## config.mk

```make
export PLATFORM = sky130hd
export DESIGN_NAME = rng_regbank
export DESIGN_NICKNAME = d
export VERILOG_FILES = /design/src/rtl/rng_regbank_pkg.sv /design/src/rtl/rng_slot_fsm.sv /design/src/rtl/rng_cfg_regs.sv /design/src/rtl/rng_regbank.sv
export SDC_FILE = /design/constraint.sdc
export NUM_CORES = 1
export LEC_CHECK = 0
export BUFFER_PORTS_ARGS = -buffer_cell sky130_fd_sc_hd__buf_4
export CORE_MARGIN = 3
export CORE_UTILIZATION = 49
export CTS_CLUSTER_SIZE = 12
export DETAILED_ROUTE_END_ITERATION = 7
export PLACE_DENSITY = 0.74
export RECOVER_POWER = 50
export SLEW_MARGIN = 20
export SYNTH_ARGS = -nofsm -noshare
export SYNTH_HDL_FRONTEND = slang
export SYNTH_SLANG_ARGS = --single-unit
```

## constraint.sdc

```tcl
create_clock -name clk -period 1.7 [get_ports clk]
set_input_delay 0.085 -clock clk [delete_from_list [all_inputs] [get_ports clk]]
set_output_delay 0.085 -clock clk [all_outputs]
set_load 0.02 [all_outputs]
```

## src/rtl/rng_regbank_pkg.sv

```systemverilog
package rng_regbank_pkg;
    localparam int ADDR_W = 7;
    localparam int DATA_W = 32;

    localparam logic [ADDR_W-1:0] OFF_WORD0  = 7'h00;
    localparam logic [ADDR_W-1:0] OFF_WORD1  = 7'h04;
    localparam logic [ADDR_W-1:0] OFF_WORD2  = 7'h08;
    localparam logic [ADDR_W-1:0] OFF_WORD3  = 7'h0C;
    localparam logic [ADDR_W-1:0] OFF_STATUS = 7'h10;
    localparam logic [ADDR_W-1:0] OFF_CTRL   = 7'h14;
    localparam logic [ADDR_W-1:0] OFF_CFG    = 7'h18;
    localparam logic [ADDR_W-1:0] OFF_OSCEN  = 7'h20;
    localparam logic [ADDR_W-1:0] OFF_DETUNE = 7'h24;
    localparam logic [ADDR_W-1:0] OFF_REV    = 7'h7C;

    typedef enum logic [1:0] {
        SLOT_EMPTY = 2'd0,
        SLOT_LOAD  = 2'd1,
        SLOT_FULL  = 2'd2
    } slot_state_e;
endpackage

```

## src/rtl/rng_slot_fsm.sv

```systemverilog
module rng_slot_fsm
    import rng_regbank_pkg::*;
#(
    parameter int RES_W = 128
) (
    input  logic             clk,
    input  logic             rst_n,
    input  logic             gen_valid,
    input  logic [RES_W-1:0] gen_data,
    input  logic             ack,
    output logic [RES_W-1:0] result,
    output logic             ready,
    output logic             stall
);
    slot_state_e state_q, state_d;

    always_ff @(posedge clk or negedge rst_n) begin
        if (!rst_n) state_q <= SLOT_EMPTY;
        else        state_q <= state_d;
    end

    always_comb begin
        state_d = state_q;
        unique case (state_q)
            SLOT_EMPTY: if (gen_valid) state_d = SLOT_LOAD;
            SLOT_LOAD:                 state_d = SLOT_FULL;
            SLOT_FULL:  if (ack)       state_d = SLOT_EMPTY;
            default:                   state_d = SLOT_EMPTY;
        endcase
    end

    always_comb begin
        ready = (state_q == SLOT_FULL);
        stall = (state_q != SLOT_EMPTY);
    end

    always_ff @(posedge clk or negedge rst_n) begin
        if (!rst_n)                                result <= '0;
        else if (state_q == SLOT_EMPTY && gen_valid) result <= gen_data;
    end

    AST_READY_AFTER_LOAD: assert property (@(posedge clk) disable iff (!rst_n)
        $rose(ready) |-> $past(stall) && !$past(ready));
    AST_RESULT_HELD: assert property (@(posedge clk) disable iff (!rst_n)
        (gen_valid && stall) |=> $stable(result));
    AST_ACK_RELEASES: assert property (@(posedge clk) disable iff (!rst_n)
        (ready && ack) |=> !ready && !stall);
endmodule

```

## src/rtl/rng_cfg_regs.sv

```systemverilog
module rng_cfg_regs
    import rng_regbank_pkg::*;
#(
    parameter int OSC_W  = 24,
    parameter int EN_BIT = 10
) (
    input  logic              clk,
    input  logic              rst_n,
    input  logic              wr_ctrl,
    input  logic              wr_cfg,
    input  logic              wr_osc,
    input  logic              wr_det,
    input  logic [DATA_W-1:0] wdata,
    output logic              trng_en,
    output logic [7:0]        noise_blocks,
    output logic [7:0]        sample_cycles,
    output logic [OSC_W-1:0]  osc_en,
    output logic [DATA_W-1:0] osc_detune
);
    always_ff @(posedge clk or negedge rst_n) begin
        if (!rst_n) begin
            trng_en       <= 1'b0;
            noise_blocks  <= '0;
            sample_cycles <= '0;
            osc_en        <= '0;
            osc_detune    <= '0;
        end else begin
            if (wr_ctrl) trng_en <= wdata[EN_BIT];
            if (wr_cfg && !trng_en) begin
                noise_blocks  <= wdata[7:0];
                sample_cycles <= wdata[23:16];
            end
            if (wr_osc) osc_en     <= wdata[OSC_W-1:0];
            if (wr_det) osc_detune <= wdata;
        end
    end

    AST_CFG_LOCKED: assert property (@(posedge clk) disable iff (!rst_n)
        trng_en |=> $stable(noise_blocks) && $stable(sample_cycles));
    AST_ONE_WRITE: assert property (@(posedge clk) disable iff (!rst_n)
        $countones({wr_ctrl, wr_cfg, wr_osc, wr_det}) <= 1);
endmodule

```

## src/rtl/rng_regbank.sv

```systemverilog
module rng_regbank
    import rng_regbank_pkg::*;
#(
    parameter int         RES_W     = 128,
    parameter int         OSC_W     = 24,
    parameter int         EN_BIT    = 10,
    parameter logic [3:0] REV_MAJOR = 4'h2,
    parameter logic [3:0] REV_MINOR = 4'h1,
    parameter logic [3:0] REV_PATCH = 4'h3,
    parameter logic [7:0] REV_ID    = 8'h5A
) (
    input  logic               clk,
    input  logic               rst_n,
    input  logic [6:0]         bus_addr,
    input  logic [31:0]        bus_wdata,
    input  logic               bus_we,
    output logic [31:0]        bus_rdata,
    input  logic               gen_valid,
    input  logic [RES_W-1:0]   gen_data,
    output logic               gen_stall
);
    localparam int NWORDS = RES_W / DATA_W;

    logic [RES_W-1:0]  result;
    logic              ready, ack;
    logic              trng_en;
    logic [7:0]        noise_blocks, sample_cycles;
    logic [OSC_W-1:0]  osc_en;
    logic [DATA_W-1:0] osc_detune;
    logic [DATA_W-1:0] word_rd [NWORDS];

    assign ack = bus_we && bus_addr == OFF_STATUS && bus_wdata[0];

    rng_slot_fsm #(.RES_W(RES_W)) u_slot (
        .clk(clk), .rst_n(rst_n), .gen_valid(gen_valid), .gen_data(gen_data),
        .ack(ack), .result(result), .ready(ready), .stall(gen_stall)
    );

    rng_cfg_regs #(.OSC_W(OSC_W), .EN_BIT(EN_BIT)) u_cfg (
        .clk(clk), .rst_n(rst_n),
        .wr_ctrl(bus_we && bus_addr == OFF_CTRL),
        .wr_cfg (bus_we && bus_addr == OFF_CFG),
        .wr_osc (bus_we && bus_addr == OFF_OSCEN),
        .wr_det (bus_we && bus_addr == OFF_DETUNE),
        .wdata(bus_wdata), .trng_en(trng_en), .noise_blocks(noise_blocks),
        .sample_cycles(sample_cycles), .osc_en(osc_en), .osc_detune(osc_detune)
    );

    for (genvar w = 0; w < NWORDS; w++) begin : g_words
        assign word_rd[w] = result[w*DATA_W +: DATA_W];
    end

    always_comb begin
        bus_rdata = '0;
        unique case (bus_addr)
            OFF_WORD0:  bus_rdata = word_rd[0];
            OFF_WORD1:  bus_rdata = word_rd[1];
            OFF_WORD2:  bus_rdata = word_rd[2];
            OFF_WORD3:  bus_rdata = word_rd[3];
            OFF_STATUS: bus_rdata = {31'd0, ready};
            OFF_CTRL:   bus_rdata[EN_BIT] = trng_en;
            OFF_CFG:    bus_rdata = {8'd0, sample_cycles, 8'd0, noise_blocks};
            OFF_OSCEN:  bus_rdata[OSC_W-1:0] = osc_en;
            OFF_DETUNE: bus_rdata = osc_detune;
            OFF_REV:    bus_rdata = {4'd0, REV_MAJOR, REV_MINOR, REV_PATCH, 8'd0, REV_ID};
            default:    bus_rdata = '0;
        endcase
    end

    AST_WORDS_STABLE: assert property (@(posedge clk) disable iff (!rst_n)
        ready |=> $stable(result));
    AST_STALL_COVERS_READY: assert property (@(posedge clk) disable iff (!rst_n)
        ready |-> gen_stall);
endmodule

```

Word-level counts from Yosys, hierarchy flattened
Index checks and enable logic that the tools add are counted.

Output and inout bits: 33. Bits of input ports: 171. Logic and storage cells: 40. Bits in registers: 203.

Reduce and logical (&&, ||, !) cells: 13. Mux-type cells: 7. Equality and inequality tests: 13.

Operators with widths (number): $pmux 13 s8 (1); $pmux 10 s9 (1); $pmux 8 s6 (1); $eq 7x5->1 const B (3); $eq 7x4->1 const B (2); $eq 7x6->1 const B (2); $logic_and 1x1->1 (8); $eq 7x3->1 const B (1); $eq 7x7->1 const B (1); $logic_not 7->1 (1); $pmux 1 s7 (1); $pmux 2 s3 (1); $mux 2 (2); $eq 2x1->1 const B (1); $eq 2x2->1 const B (1); $logic_not 2->1 (1); $ne 2x1->1 const B (1); $ne 2x2->1 const B (1); $reduce_and 2->1 (1); $reduce_bool 2->1 (1); $logic_not 1->1 (1).

Longest topological paths before layout
Gate-level depths: netlist (run 1).

Word-level depth: 5. Depth in mapped cells: 7. Mapped depth without buffers: 4.

Modules after synthesis
A second synthesis (run 1) with hierarchy kept.

Cells, all modules: 679. Area total of the unflattened synthesis: 9500.4 µm².

Modules (own cells, without submodules): rng_slot_fsm (cells each 277, times used 1, seq. area each 3253.1 µm², area an instance 4883.4 µm²); rng_cfg_regs (cells each 156, times used 1, seq. area each 1826.8 µm², area an instance 2757.6 µm²); rng_regbank (cells each 246, times used 1, seq. area each 0.0 µm², area an instance 1859.3 µm²).

Worst setup path before layout (run 1)
OpenSTA, ideal clock, no wires.

Path type: flip-flop to flip-flop. From: register u_slot.state_q[1]. To: register u_slot.result[0]. Data required time: 1.575 ns. Path buffers: 2. Cell stages (with the launch flop): 6. Setup slack: -0.109 ns. Arrival: 1.684 ns. Period minus slack after synthesis: 1.809 ns. Cell sequence: dfrtp_1 -> or2_2 -> nor2_1 -> clkbuf_1 -> buf_2 -> mux2_2.

Cells in the longest elaborated chain, start to end: 2.

RTL lines: start, declared (RTL line rng_slot_fsm.sv:15) `slot_state_e state_q, state_d;`; start signal, assigned (RTL line rng_slot_fsm.sv:19) `else state_q <= state_d;`; $logic_not 2->1 (RTL line rng_slot_fsm.sv:39) `else if (state_q == SLOT_EMPTY && gen_valid) result <= gen_data;`; $logic_and 1x1->1 (RTL line rng_slot_fsm.sv:39); end signal, assigned (RTL line rng_slot_fsm.sv:39); end, declared (RTL line rng_slot_fsm.sv:11) `output logic [RES_W-1:0] result,`.

Every way passes these cells. A chain may end at the register's enable or synchronous reset.

Worst setup path after layout (run 1)
From: register u_slot.result[110]. To: output bus_rdata[14].

Cells in the longest elaborated chain, start to end: 1.

RTL lines: $pmux 13 s8 (RTL line rng_regbank.sv:55) `unique case (bus_addr)`; end, declared (RTL line rng_regbank.sv:17) `output logic [31:0] bus_rdata,`.

Every way passes these cells.

==> impl_metrics.env, run 1 <==
export IMPL_vdd_ir_drop_max_uv=1115
export IMPL_synth_edff_count=0
export IMPL_wl_met2_um=17170
export IMPL_worst_slew_margin_rel_pct=48.60
export IMPL_grt_max_degree=60
export IMPL_critical_path_startpoint="u_slot.result[110]$_DFFE_PN0P_"
export IMPL_met1Wirelength_um=12390
export IMPL_detail_route_drc_violations=0
export IMPL_switching_share_pct=28.30
export IMPL_ff2ff_path_depth=6
export IMPL_die_width_um=143.4
export IMPL_report_final_slew_viol_count=0
export IMPL_stdcell_count=1294
export IMPL_synth_avg_cell_area_sq_um=15.01
export IMPL_die_area_sq_mm=0.02056
export IMPL_final_period_utilization_pct=124.3
export IMPL_syn_area_sq_mm=0.009249
export IMPL_cts_buffers_inserted=22
export IMPL_dr_first_iter_drc_count=587
export IMPL_routed_via_count=7502
export IMPL_clk_path_buf_depth=3
export IMPL_areaGrowthSynthToFinish_pct=61.05
export IMPL_p_per_area_mw_per_mm2=1312
export IMPL_place_port_buffers=203
export IMPL_ys_async_sr_fraction_pct=100.0
export IMPL_routed_wire_length_per_instance_um=25.36
export IMPL_synth_seq_cells=203
export IMPL_top_signal_layer_used="met5"
export IMPL_placeableCoreArea_sq_mm=0.01827
export IMPL_detail_route_wirelength_um=32820
export IMPL_power_share_combinational_pct=36.1
export IMPL_layout_drive_gt1_share_pct=55.08
export IMPL_detailed_place_hpwl_um=18630
export IMPL_grt_pass1_wl_um=45250
export IMPL_io_pins=204
export IMPL_failed_checks="negative setup slack"
export IMPL_number_of_instances_in_the_synthesized_netlist=616
export IMPL_finalCriticalPeriod_ns=2.114
export IMPL_cts_htree_levels=1
export IMPL_worst_endpoint_required_ns=1.62
export IMPL_endpoint_arrival_time_on_the_critical_path_ns=2.03
export IMPL_reg2reg_setup_slack_ns=-0.02
export IMPL_start_util_pct=50.62
export IMPL_gpl_final_weighted_congestion=0.8577
export IMPL_mostFrequentLayoutCell="sky130_fd_sc_hd__buf_4"
export IMPL_netlist_cell_type_count=42
export IMPL_cts_tree="built"
export IMPL_placement_rows=49
export IMPL_synth_warning_count=0
export IMPL_viasPerCell=5.798
export IMPL_hold_viol=0
export IMPL_track_usage_pct=28.48
export IMPL_ys_flop_type="sky130_fd_sc_hd__dfrtp_1"
export IMPL_grt_setup_unrepaired="yes"
export IMPL_holdCritPathClass="primary input to asynchronous set/reset pin"
export IMPL_dpl_cell_count=1058
export IMPL_timing_setup_critical_path_class="register to output port"
export IMPL_met3_wirelength_um=1997
export IMPL_yosysSeqAreaShare_pct=54.92
export IMPL_r2r_end="u_slot.result[102]$_DFFE_PN0P_"
export IMPL_clock_latency_at_the_later_pin_of_the_worst_skew_pair_ns=0.51
export IMPL_grt_ovfl_total=0
export IMPL_timing_critical_path_from_type="register"
export IMPL_cap_violations=0
export IMPL_worst_slack_ns=-0.4136
export IMPL_power_frac_clock_pct=24.2
export IMPL_first_global_vias=8208
export IMPL_number_of_antenna_violations_at_the_first_check_in_global_routing=2
export IMPL_worst_margin_slew_ns=0.7710
export IMPL_clk_root_buffer_cell="sky130_fd_sc_hd__clkbuf_16"
export IMPL_die_h_um=143.4
export IMPL_crit_end="bus_rdata[14]"
export IMPL_worst_setup_path_end_kind="output port"
export IMPL_clkSlewWorstSetupHoldPaths_ns=0.06
export IMPL_clkSinkCount=203
export IMPL_share_seq_of_total_power_pct=39.7
export IMPL_cp_max_fo=2
export IMPL_n_fill_cell=926
export IMPL_net_switching_power_mw=5.531
export IMPL_worst_clock_skew_ns=0.01464
export IMPL_drtPass1Iterations=5
export IMPL_ant_nets=0
export IMPL_finalSetupViolCount=34
export IMPL_num_nets_final=1224
export IMPL_timing_setup_tns_ns=-6.160
export IMPL_regToRegStartpoint="u_slot.state_q[0]$_DFFE_PN0P_"
export IMPL_cellLeakagePower_nw=7.089
export IMPL_final_cell_mix="sky130_fd_sc_hd__buf_4 (236), sky130_fd_sc_hd__dfrtp_1 (203), sky130_fd_sc_hd__dlygate4sd3_1 (162)"
export IMPL_result_of_the_run="finished, violations left"
export IMPL_max_freq_mhz=473.1
export IMPL_design_internal_power_mw=14.01
export IMPL_syn_nets=787
## through the flow
stage / hold WS (ns) / setup WS (ns) / util [%] / total power, mW / area [sq um]
final: 0.1826 / -0.4136 / 81.53 / 19.54 / 14900
after global routing: 0.2010 / -0.4327 / 81.53 / 20.13 / 14900
after CTS: 0.04659 / -0.3658 / 76.64 / 17.13 / 14000
after detailed placement: 0.004553 / -0.07560 / 62.51 / 11.94 / 11420
after global placement: -0.001024 / 0.01124 / 62.51 / 11.61 / 11420
after floorplan: -0.2106 / -0.03506 / - / 10.26 / 9259
## registers in the layout, summed over array words and instances, names as in the netlist
register,cells
u_slot.result,128
u_cfg.noise_blocks,8
u_slot.state_q,2
u_cfg.trng_en,1
u_cfg.osc_detune,32
u_cfg.osc_en,24
u_cfg.sample_cycles,8
## logic make-up after synthesis
logic type             share of synthesized area, %
AOI/OAI and AO/OA                             7.062
buffers and inverters                         2.408
DFF                                           54.92
muxes                                         32.22
and+or+nand+nor                               3.382
## power by group through the flow
stage	registers (mW)	clock network, mW	logic [mW]
floorplan	7.20	0	3.06
global placement	7.43	0	4.18
detailed placement	7.56	0	4.38
CTS	7.50	4.69	4.94
global route	7.87	4.93	7.32
finish	7.76	4.73	7.05
## repair_timing
action / in CTS / in global routing
hold endpoints to repair: 404 / 0
buffers inserted: 8 / 12
setup endpoints to repair: 32 / 131
gates cloned: 0 / 18
pin swaps: 18 / 13
resized for setup: 55 / 112
hold buffers: 162 / 0
## synthesized netlist by cell type (all sizes together) (6+ instances only)
| cell | n | area share (%) |
|---|---|---|
| mux2 | 212 | 27 |
| dfrtp | 203 | 55 |
| buf | 30 | 1.9 |
| a22oi | 23 | 1.9 |
| mux4 | 16 | 3.9 |
| a22o | 14 | 1.3 |
| o21ai | 13 | 0.70 |
| mux2i | 12 | 1.3 |
| nand2 | 12 | 0.57 |
| clkbuf | 11 | 0.45 |
| and3 | 8 | 0.54 |
| a221o | 6 | 0.65 |
| nor2 | 6 | 0.24 |
| o22ai | 6 | 0.41 |
## per-layer routing
metal | vias up | GRT usage [%]
li1 | 3210 | -
met1 | 3825 | 35.93
met2 | 371 | 50.11
met3 | 94 | 4.626
met4 | 2 | 9.613
met5 | - | 0
## worst max-delay path: stages, from the launching register on
cell                       delay (ns)
sky130_fd_sc_hd__dfrtp_1         0.39
sky130_fd_sc_hd__mux4_2          0.51
sky130_fd_sc_hd__a222oi_1        0.33
sky130_fd_sc_hd__inv_1           0.14
sky130_fd_sc_hd__buf_6           0.16
## layout make-up
cell class	instances	area [sq um]	share of cell area, %
antenna	1	2.502	0.01680
inverter	2	7.507	0.05040
tap	229	286.5	1.924
multi-input combinational	370	4483	30.10
clock inverter	4	45.04	0.3024
sequential	203	5080	34.10
timing repair buffer	454	4345	29.17
clock buffer	31	645.6	4.334
## worst min-delay path by stage
| stage | start | endpoint | slack (ns) | cells past startpoint |
|---|---|---|---|---|
| 3_5_place_dp | rst_n | u_cfg.osc_en[5]$_DFFE_PN0P_ | 0.005 | 1 |
| 6_report | rst_n | u_slot.result[67]$_DFFE_PN0P_ | 0.18 | 2 |
| 4_1_cts | rst_n | u_slot.result[67]$_DFFE_PN0P_ | 0.05 | 2 |
| 2_1_floorplan | rst_n | u_cfg.noise_blocks[0]$_DFFE_PN0P_ | -0.21 | 0 |
| 5_1_grt | gen_valid | u_slot.state_q[0]$_DFFE_PN0P_ | 0.20 | 5 |
| 3_3_place_gp | rst_n | u_cfg.osc_en[7]$_DFFE_PN0P_ | -0.001 | 1 |
(Power assumes the default switching activity.)
==> run 2: changes to the inputs <==
Settings changed: CORE_UTILIZATION 49 to 50, PLACE_DENSITY 0.74 to 0.75, REMOVE_ABC_BUFFERS set to 1, SETUP_SLACK_MARGIN set to 0.2, SYNTH_HIERARCHICAL set to 1.
==> run 2 against run 1 <==
Worst hold slack improved by 0.014 ns. Via count is 17% higher. Die area up 0.64%. Cell area rose by 7.0%. Largest cell class unchanged. Critical path depth shrank 1. The run still ends with negative setup slack left. First-iteration DRC count grew 35%.
==> impl_metrics.env, run 2 <==
export IMPL_result_of_the_run="finished, violations left"
export IMPL_failed_checks="negative setup slack"
export IMPL_die_h_um=143.8
export IMPL_routed_via_count=8758
export IMPL_worst_slack_ns=-0.4070
export IMPL_regMostFlops="u_slot/result"
export IMPL_final_cell_mix="sky130_fd_sc_hd__buf_4 (255), sky130_fd_sc_hd__dfrtp_1 (202), sky130_fd_sc_hd__dlygate4sd3_1 (161)"
export IMPL_grt_max_degree=52
export IMPL_timing_setup_tns_ns=-7.999
export IMPL_viasPerCell=6.211
export IMPL_start_util_pct=51.83
export IMPL_drtPass1Iterations=8
export IMPL_first_global_vias=9554
export IMPL_holdCritPathClass="primary input to register"
export IMPL_die_area_sq_mm=0.02069
export IMPL_clock_latency_at_the_later_pin_of_the_worst_skew_pair_ns=0.51
export IMPL_num_nets_final=1338
export IMPL_synth_avg_cell_area_sq_um=13.99
export IMPL_mostFrequentLayoutCell="sky130_fd_sc_hd__buf_4"
export IMPL_placeableCoreArea_sq_mm=0.01833
export IMPL_cts_htree_levels=1
export IMPL_top_regs="u_slot/result: 128 flops, u_cfg/osc_detune: 32 flops, u_cfg/osc_en: 24 flops"
export IMPL_stdcell_count=1410
export IMPL_synth_seq_cells=203
export IMPL_ys_flop_type="sky130_fd_sc_hd__dfrtp_1"
export IMPL_timing_setup_critical_path_class="register to output port"
export IMPL_clk_path_buf_depth=3
export IMPL_p_per_area_mw_per_mm2=1309
export IMPL_timing_critical_path_from_type="register"
export IMPL_io_pins=204
export IMPL_number_of_instances_in_the_synthesized_netlist=679
export IMPL_cts_tree="built"
export IMPL_gpl_final_weighted_congestion=0.8396
export IMPL_dr_first_iter_drc_count=790
export IMPL_clkSinkCount=203
export IMPL_worst_setup_path_end_kind="output port"
export IMPL_netlist_area_leader_share_pct=53.47
export IMPL_die_width_um=143.8
export IMPL_dpl_cell_count=1139
export IMPL_hold_viol=0
export IMPL_detailed_place_hpwl_um=19340
export IMPL_finalCriticalPeriod_ns=2.107
export IMPL_final_period_utilization_pct=123.9
export IMPL_holdWs_ns=0.1968
export IMPL_clk_root_buffer_cell="sky130_fd_sc_hd__clkbuf_16"
export IMPL_cp_max_fo=2
export IMPL_grt_pass1_wl_um=55720
export IMPL_synth_warning_count=6
export IMPL_syn_area_sq_mm=0.009500
export IMPL_track_usage_pct=35.75
export IMPL_grt_ovfl_total=0
export IMPL_most_area_hungry_cell_type_in_the_yosys_netlist="sky130_fd_sc_hd__dfrtp_1"
export IMPL_netlist_cell_type_count=57
export IMPL_routed_wire_length_per_instance_um=28.50
export IMPL_max_freq_mhz=474.6
export IMPL_finalSetupViolCount=125
export IMPL_worst_margin_slew_ns=1.462
export IMPL_detail_route_wirelength_um=40180
export IMPL_ant_nets=0
export IMPL_cellLeakagePower_nw=7.561
export IMPL_endpoint_arrival_time_on_the_critical_path_ns=2.02
export IMPL_worst_endpoint_required_ns=1.62
export IMPL_grt_setup_unrepaired="yes"
export IMPL_detail_route_drc_violations=0
export IMPL_cap_violations=0
export IMPL_vdd_ir_drop_max_uv=1006
export IMPL_layout_drive_gt1_share_pct=56.15
export IMPL_cts_buffers_inserted=23
export IMPL_synth_commonest_cells="sky130_fd_sc_hd__dfrtp_1 (203), sky130_fd_sc_hd__mux2_2 (203), sky130_fd_sc_hd__mux2i_1 (43), sky130_fd_sc_hd__a22oi_1 (26), sky130_fd_sc_hd__buf_2 (19)"
export IMPL_number_of_flip_flops_under_the_largest_register_name=128
export IMPL_total_power_mw=20.87
export IMPL_place_port_buffers=203
export IMPL_yosysSeqAreaShare_pct=53.47
export IMPL_synth_edff_count=0
export IMPL_report_final_slew_viol_count=0
export IMPL_worst_slew_margin_rel_pct=2.555
export IMPL_areaGrowthSynthToFinish_pct=67.81
export IMPL_number_of_antenna_violations_at_the_first_check_in_global_routing=2
export IMPL_placement_rows=49
export IMPL_synth_top_cells_by_area="sky130_fd_sc_hd__dfrtp_1 (53%), sky130_fd_sc_hd__mux2_2 (24%), sky130_fd_sc_hd__mux2i_1 (4.5%), sky130_fd_sc_hd__a22oi_1 (2.1%), sky130_fd_sc_hd__buf_6 (1.9%)"
export IMPL_ys_async_sr_fraction_pct=100.0
export IMPL_worst_clock_skew_ns=0.01493
export IMPL_clkSlewWorstSetupHoldPaths_ns=0.06
[run 2: metal layers]
| metal | global-route usage, % | part of all wire (%) |
|---|---|---|
| met1 | 42.70 | 36 |
| met5 | 0 | 0 |
| met3 | 6.290 | 7.5 |
| met4 | 19.13 | 6.7 |
| met2 | 61.54 | 50 |
[run 2: final cells by class]
| cell class | count | area, sq um |
|---|---|---|
| multi-input cells | 426 | 4871 |
| clock buffers | 33 | 663.1 |
| fillers | 723 | 2389 |
| clock inverters | 4 | 20.02 |
| inverters | 1 | 3.754 |
| well taps | 229 | 286.5 |
| flip-flops and latches | 203 | 5081 |
| repair buffers | 512 | 5012 |
| diodes | 2 | 5.005 |
[run 2: metrics by stage]
step	cell area [sq um]	util, %	setup slack, ns
6_report	15940	86.97	-0.4070
5_1_grt	15940	86.97	-0.4415
4_1_cts	15560	84.91	-0.3310
3_5_place_dp	11700	63.80	-0.1832
3_3_place_gp	11700	63.80	-0.1301
2_1_floorplan	9153	-	-4.442
[run 2: critical path, cell delays in order, from the launching register on]
cell and delay, ns:
sky130_fd_sc_hd__dfrtp_1 0.39, sky130_fd_sc_hd__mux4_2 0.54, sky130_fd_sc_hd__a221o_1 0.42, sky130_fd_sc_hd__buf_6 0.17
[run 2: cells by family (layout without fill, tap and decap cells)]
logic type             after synthesis  in the layout  share of synthesized area, %
multiplexers                       259            259                         30.65
AND/OR/NAND/NOR                     73             73                         4.939
buffers and inverters               50            550                         3.701
AO/OA/AOI/OAI                       94             94                         7.244
other                                0              2                             0
flip-flops                         203            203                         53.47
[run 2: where the power goes]
part	internal, mW	leakage, nW	total (mW)	switching [mW]
sequential	6.58	2.52	7.94	1.35
clock	2.68	0.341	4.70	2.02
combinational	5.34	4.70	8.24	2.90
[run 2: final timing paths]
kind | from | end | slack (ns) | depth (start not counted)
worst max register to register | u_slot/state_q[0]$_DFFE_PN0P_ | u_slot/result[115]$_DFFE_PN0P_ | -0.09 | 7
worst min-delay path | bus_we | u_cfg/trng_en$_DFFE_PN0P_ | 0.20 | 4
min in group asynchronous | rst_n | u_slot/result[41]$_DFFE_PN0P_ | 0.48 | 2
worst max-delay path | u_slot/result[106]$_DFFE_PN0P_ | bus_rdata[10] | -0.41 | 3
worst min register to register | u_slot/result[89]$_DFFE_PN0P_ | u_slot/result[89]$_DFFE_PN0P_ | 0.51 | 1
max in group asynchronous | rst_n | u_cfg/osc_en[3]$_DFFE_PN0P_ | 0.16 | 3
[run 2: timing repair]
action / 4_1_cts / 5_1_grt
resized for setup: 242 / 54
endpoints found under the setup margin: 148 / 161
hold buffers: 161 / 0
pin swaps: 41 / 22
gates cloned: 11 / 2
setup buffers: 42 / 16
hold endpoints to repair: 404 / 0
==> run 3: changes to the inputs <==
Settings changed: CORE_UTILIZATION 50 to 45, PLACE_DENSITY 0.75 to 0.69.
==> run 3 against run 2 <==
The run ends with max-capacitance violations, max-slew violations, negative setup slack left. Global-route usage fell by 7.0 points. Setup slack improved by 0.18 ns. Clock power rose by 4%. Cell area rose by 0.31%. Fmax rose by 9.5%. Via count fell by 8.9%. Clock skew fell by 0.0094 ns. Worst hold slack got worse by 0.13 ns. Core utilization fell by 8.9 points. Combinational power fell by 6.7%. Critical path depth did not move. Largest cell class unchanged.
==> impl_metrics.env, run 3 (synthesized netlist as in run 2, its figures left out) <==
export IMPL_timing_setup_tns_ns=-2.877
export IMPL_worst_margin_slew_ns=1.616
export IMPL_grt_ovfl_total=0
export IMPL_cap_violations=1
export IMPL_stdcell_count=1447
export IMPL_cp_slowest_stage_delay_ns=0.50
export IMPL_holdCritPathClass="primary input to register"
export IMPL_die_area_sq_mm=0.02289
export IMPL_placement_rows=52
export IMPL_top_regs="u_slot/result: 128 flops, u_cfg/osc_detune: 32 flops, u_cfg/osc_en: 24 flops"
export IMPL_cts_buffers_inserted=23
export IMPL_endpoint_arrival_time_on_the_critical_path_ns=1.84
export IMPL_num_nets_final=1332
export IMPL_cts_htree_levels=1
export IMPL_viasPerCell=5.515
export IMPL_number_of_antenna_violations_at_the_first_check_in_global_routing=0
export IMPL_finalSetupViolCount=85
export IMPL_cp_max_fo=2
export IMPL_ant_nets=0
export IMPL_worst_slack_ns=-0.2242
export IMPL_result_of_the_run="finished, violations left"
export IMPL_drtPass1Iterations=4
export IMPL_grt_setup_unrepaired="yes"
export IMPL_final_seq_area_sq_mm=0.005080
export IMPL_detailed_place_hpwl_um=18430
export IMPL_timing_setup_critical_path_class="register to output port"
export IMPL_routed_via_count=7980
export IMPL_hold_path_cell_count=4
export IMPL_vdd_ir_drop_max_uv=872.6
export IMPL_failed_checks="max-capacitance violations, max-slew violations, negative setup slack"
export IMPL_hold_viol=0
export IMPL_regMostFlops="u_slot/result"
export IMPL_cts_tree="built"
export IMPL_io_pins=204
export IMPL_layout_drive_gt1_share_pct=55.40
export IMPL_antenna_diode_count=0
export IMPL_final_cell_mix="sky130_fd_sc_hd__buf_4 (252), sky130_fd_sc_hd__dfrtp_1 (203), sky130_fd_sc_hd__dlygate4sd3_1 (161)"
export IMPL_number_of_flip_flops_under_the_largest_register_name=128
export IMPL_grt_pass1_wl_um=50310
export IMPL_detail_route_drc_violations=0
export IMPL_timing_critical_path_from_type="register"
export IMPL_track_usage_pct=28.75
export IMPL_worst_clock_skew_ns=0.005545
export IMPL_clkSlewWorstSetupHoldPaths_ns=0.06
export IMPL_final_period_utilization_pct=113.2
export IMPL_worst_slew_margin_rel_pct=-7.765
export IMPL_clock_latency_at_the_later_pin_of_the_worst_skew_pair_ns=0.50
export IMPL_p_per_area_mw_per_mm2=1269
export IMPL_finalCriticalPeriod_ns=1.924
export IMPL_clkSinkCount=203
export IMPL_ff2ff_path_depth=7
export IMPL_multi_input_area_sq_mm=0.004855
export IMPL_critical_path_top_delay_family="multiplexers"
export IMPL_grt_max_degree=60
export IMPL_critical_path_cell_chain="mux4_2 > a221o_1 > buf_6"
export IMPL_critPathBufInv=1
export IMPL_placeableCoreArea_sq_mm=0.02049
export IMPL_dr_first_iter_drc_count=434
export IMPL_areaGrowthSynthToFinish_pct=68.34
export IMPL_die_h_um=151.3
export IMPL_clk_root_buffer_cell="sky130_fd_sc_hd__clkbuf_16"
export IMPL_max_freq_mhz=519.7
export IMPL_routed_wire_length_per_instance_um=23.82
export IMPL_n_fill_cell=1122
export IMPL_worst_setup_path_end_kind="output port"
export IMPL_critPathSlowestCell="sky130_fd_sc_hd__mux4_2"
export IMPL_mostFrequentLayoutCell="sky130_fd_sc_hd__buf_4"
export IMPL_place_ws_ns=-0.1197
export IMPL_clk_path_buf_depth=3
export IMPL_gpl_final_weighted_congestion=0.8211
export IMPL_report_final_slew_viol_count=59
export IMPL_die_width_um=151.3
export IMPL_dpl_cell_count=1174
export IMPL_detail_route_wirelength_um=34460
export IMPL_place_port_buffers=203
export IMPL_cellLeakagePower_nw=7.550
export IMPL_critical_path_depth=3
export IMPL_first_global_vias=8845
export IMPL_start_util_pct=46.36
export IMPL_worst_endpoint_required_ns=1.62
-- run 3: cell count changes in the layout (fill, tap and decap cells not counted), sizes merged --
cell,change
clkbuf,+3
buf,-7
clkinvlp,+1
diode,-2
bufinv,+1
bufbuf,+1
clkinv,-1
-- run 3: power breakdown --
| part | switching, mW | internal, mW |
|---|---|---|
| clock network | 1.99 | 2.90 |
| logic | 2.56 | 5.13 |
| registers | 1.13 | 6.58 |
-- run 3: routing by layer --
layer	global-route usage [%]	vias up	wire length, um
li1	-	3492	-
met2	51.03	323	17630
met3	4.877	100	1867
met4	9.927	0	1251
met5	0	-	0
met1	35.34	4065	13720
-- run 3: what timing repair did --
action | in CTS | in global routing
gates cloned | 14 | 2
endpoints found under the setup margin | 155 | 161
hold buffers | 161 | 0
resized for setup | 232 | 53
hold endpoints to repair | 328 | 0
pin swaps | 30 | 34
buffers inserted | 28 | 27
-- run 3: cell type report --
class | count | area share, %
flip-flops and latches | 203 | 31.76
multi-input cells | 426 | 30.36
repair buffers | 506 | 31.14
clock inverters | 5 | 0.3286
inverters | 1 | 0.02347
clock buffers | 36 | 4.279
well taps | 270 | 2.112
-- run 3: worst reg2reg max path, cell delays in order, from the launching register on --
cell	delay, ns
sky130_fd_sc_hd__dfrtp_1	0.40
sky130_fd_sc_hd__buf_6	0.13
sky130_fd_sc_hd__nor3b_4	0.24
sky130_fd_sc_hd__buf_6	0.16
sky130_fd_sc_hd__buf_12	0.15
sky130_fd_sc_hd__buf_12	0.13
sky130_fd_sc_hd__buf_12	0.14
sky130_fd_sc_hd__mux2_4	0.32
-- run 3: final timing paths --
kind,from,slack [ns],end
worst max-delay path,u_slot/result[106]$_DFFE_PN0P_,-0.22,bus_rdata[10]
worst min-delay path,bus_we,0.06,u_cfg/trng_en$_DFFE_PN0P_
worst max register to register,u_slot/state_q[1]$_DFFE_PN0P_,-0.08,u_slot/result[78]$_DFFE_PN0P_
worst min register to register,u_cfg/osc_detune[5]$_DFFE_PN0P_,0.50,u_cfg/osc_detune[5]$_DFFE_PN0P_
max in group asynchronous,rst_n,0.10,u_cfg/osc_detune[23]$_DFFE_PN0P_
min in group asynchronous,rst_n,0.53,u_slot/result[68]$_DFFE_PN0P_
-- run 3: per-stage QoR --
stage	hold slack, ns	instance area (sq um)	utilization [%]	power, mW
after floorplan	-0.2106	9153	-	9.975
after global placement	0.1091	11690	57.04	11.38
after detailed placement	0.1035	11690	57.04	11.54
after CTS	0.05048	15530	75.76	19.42
after global routing	0.09115	15990	78.03	21.02
final	0.06403	15990	78.03	20.29
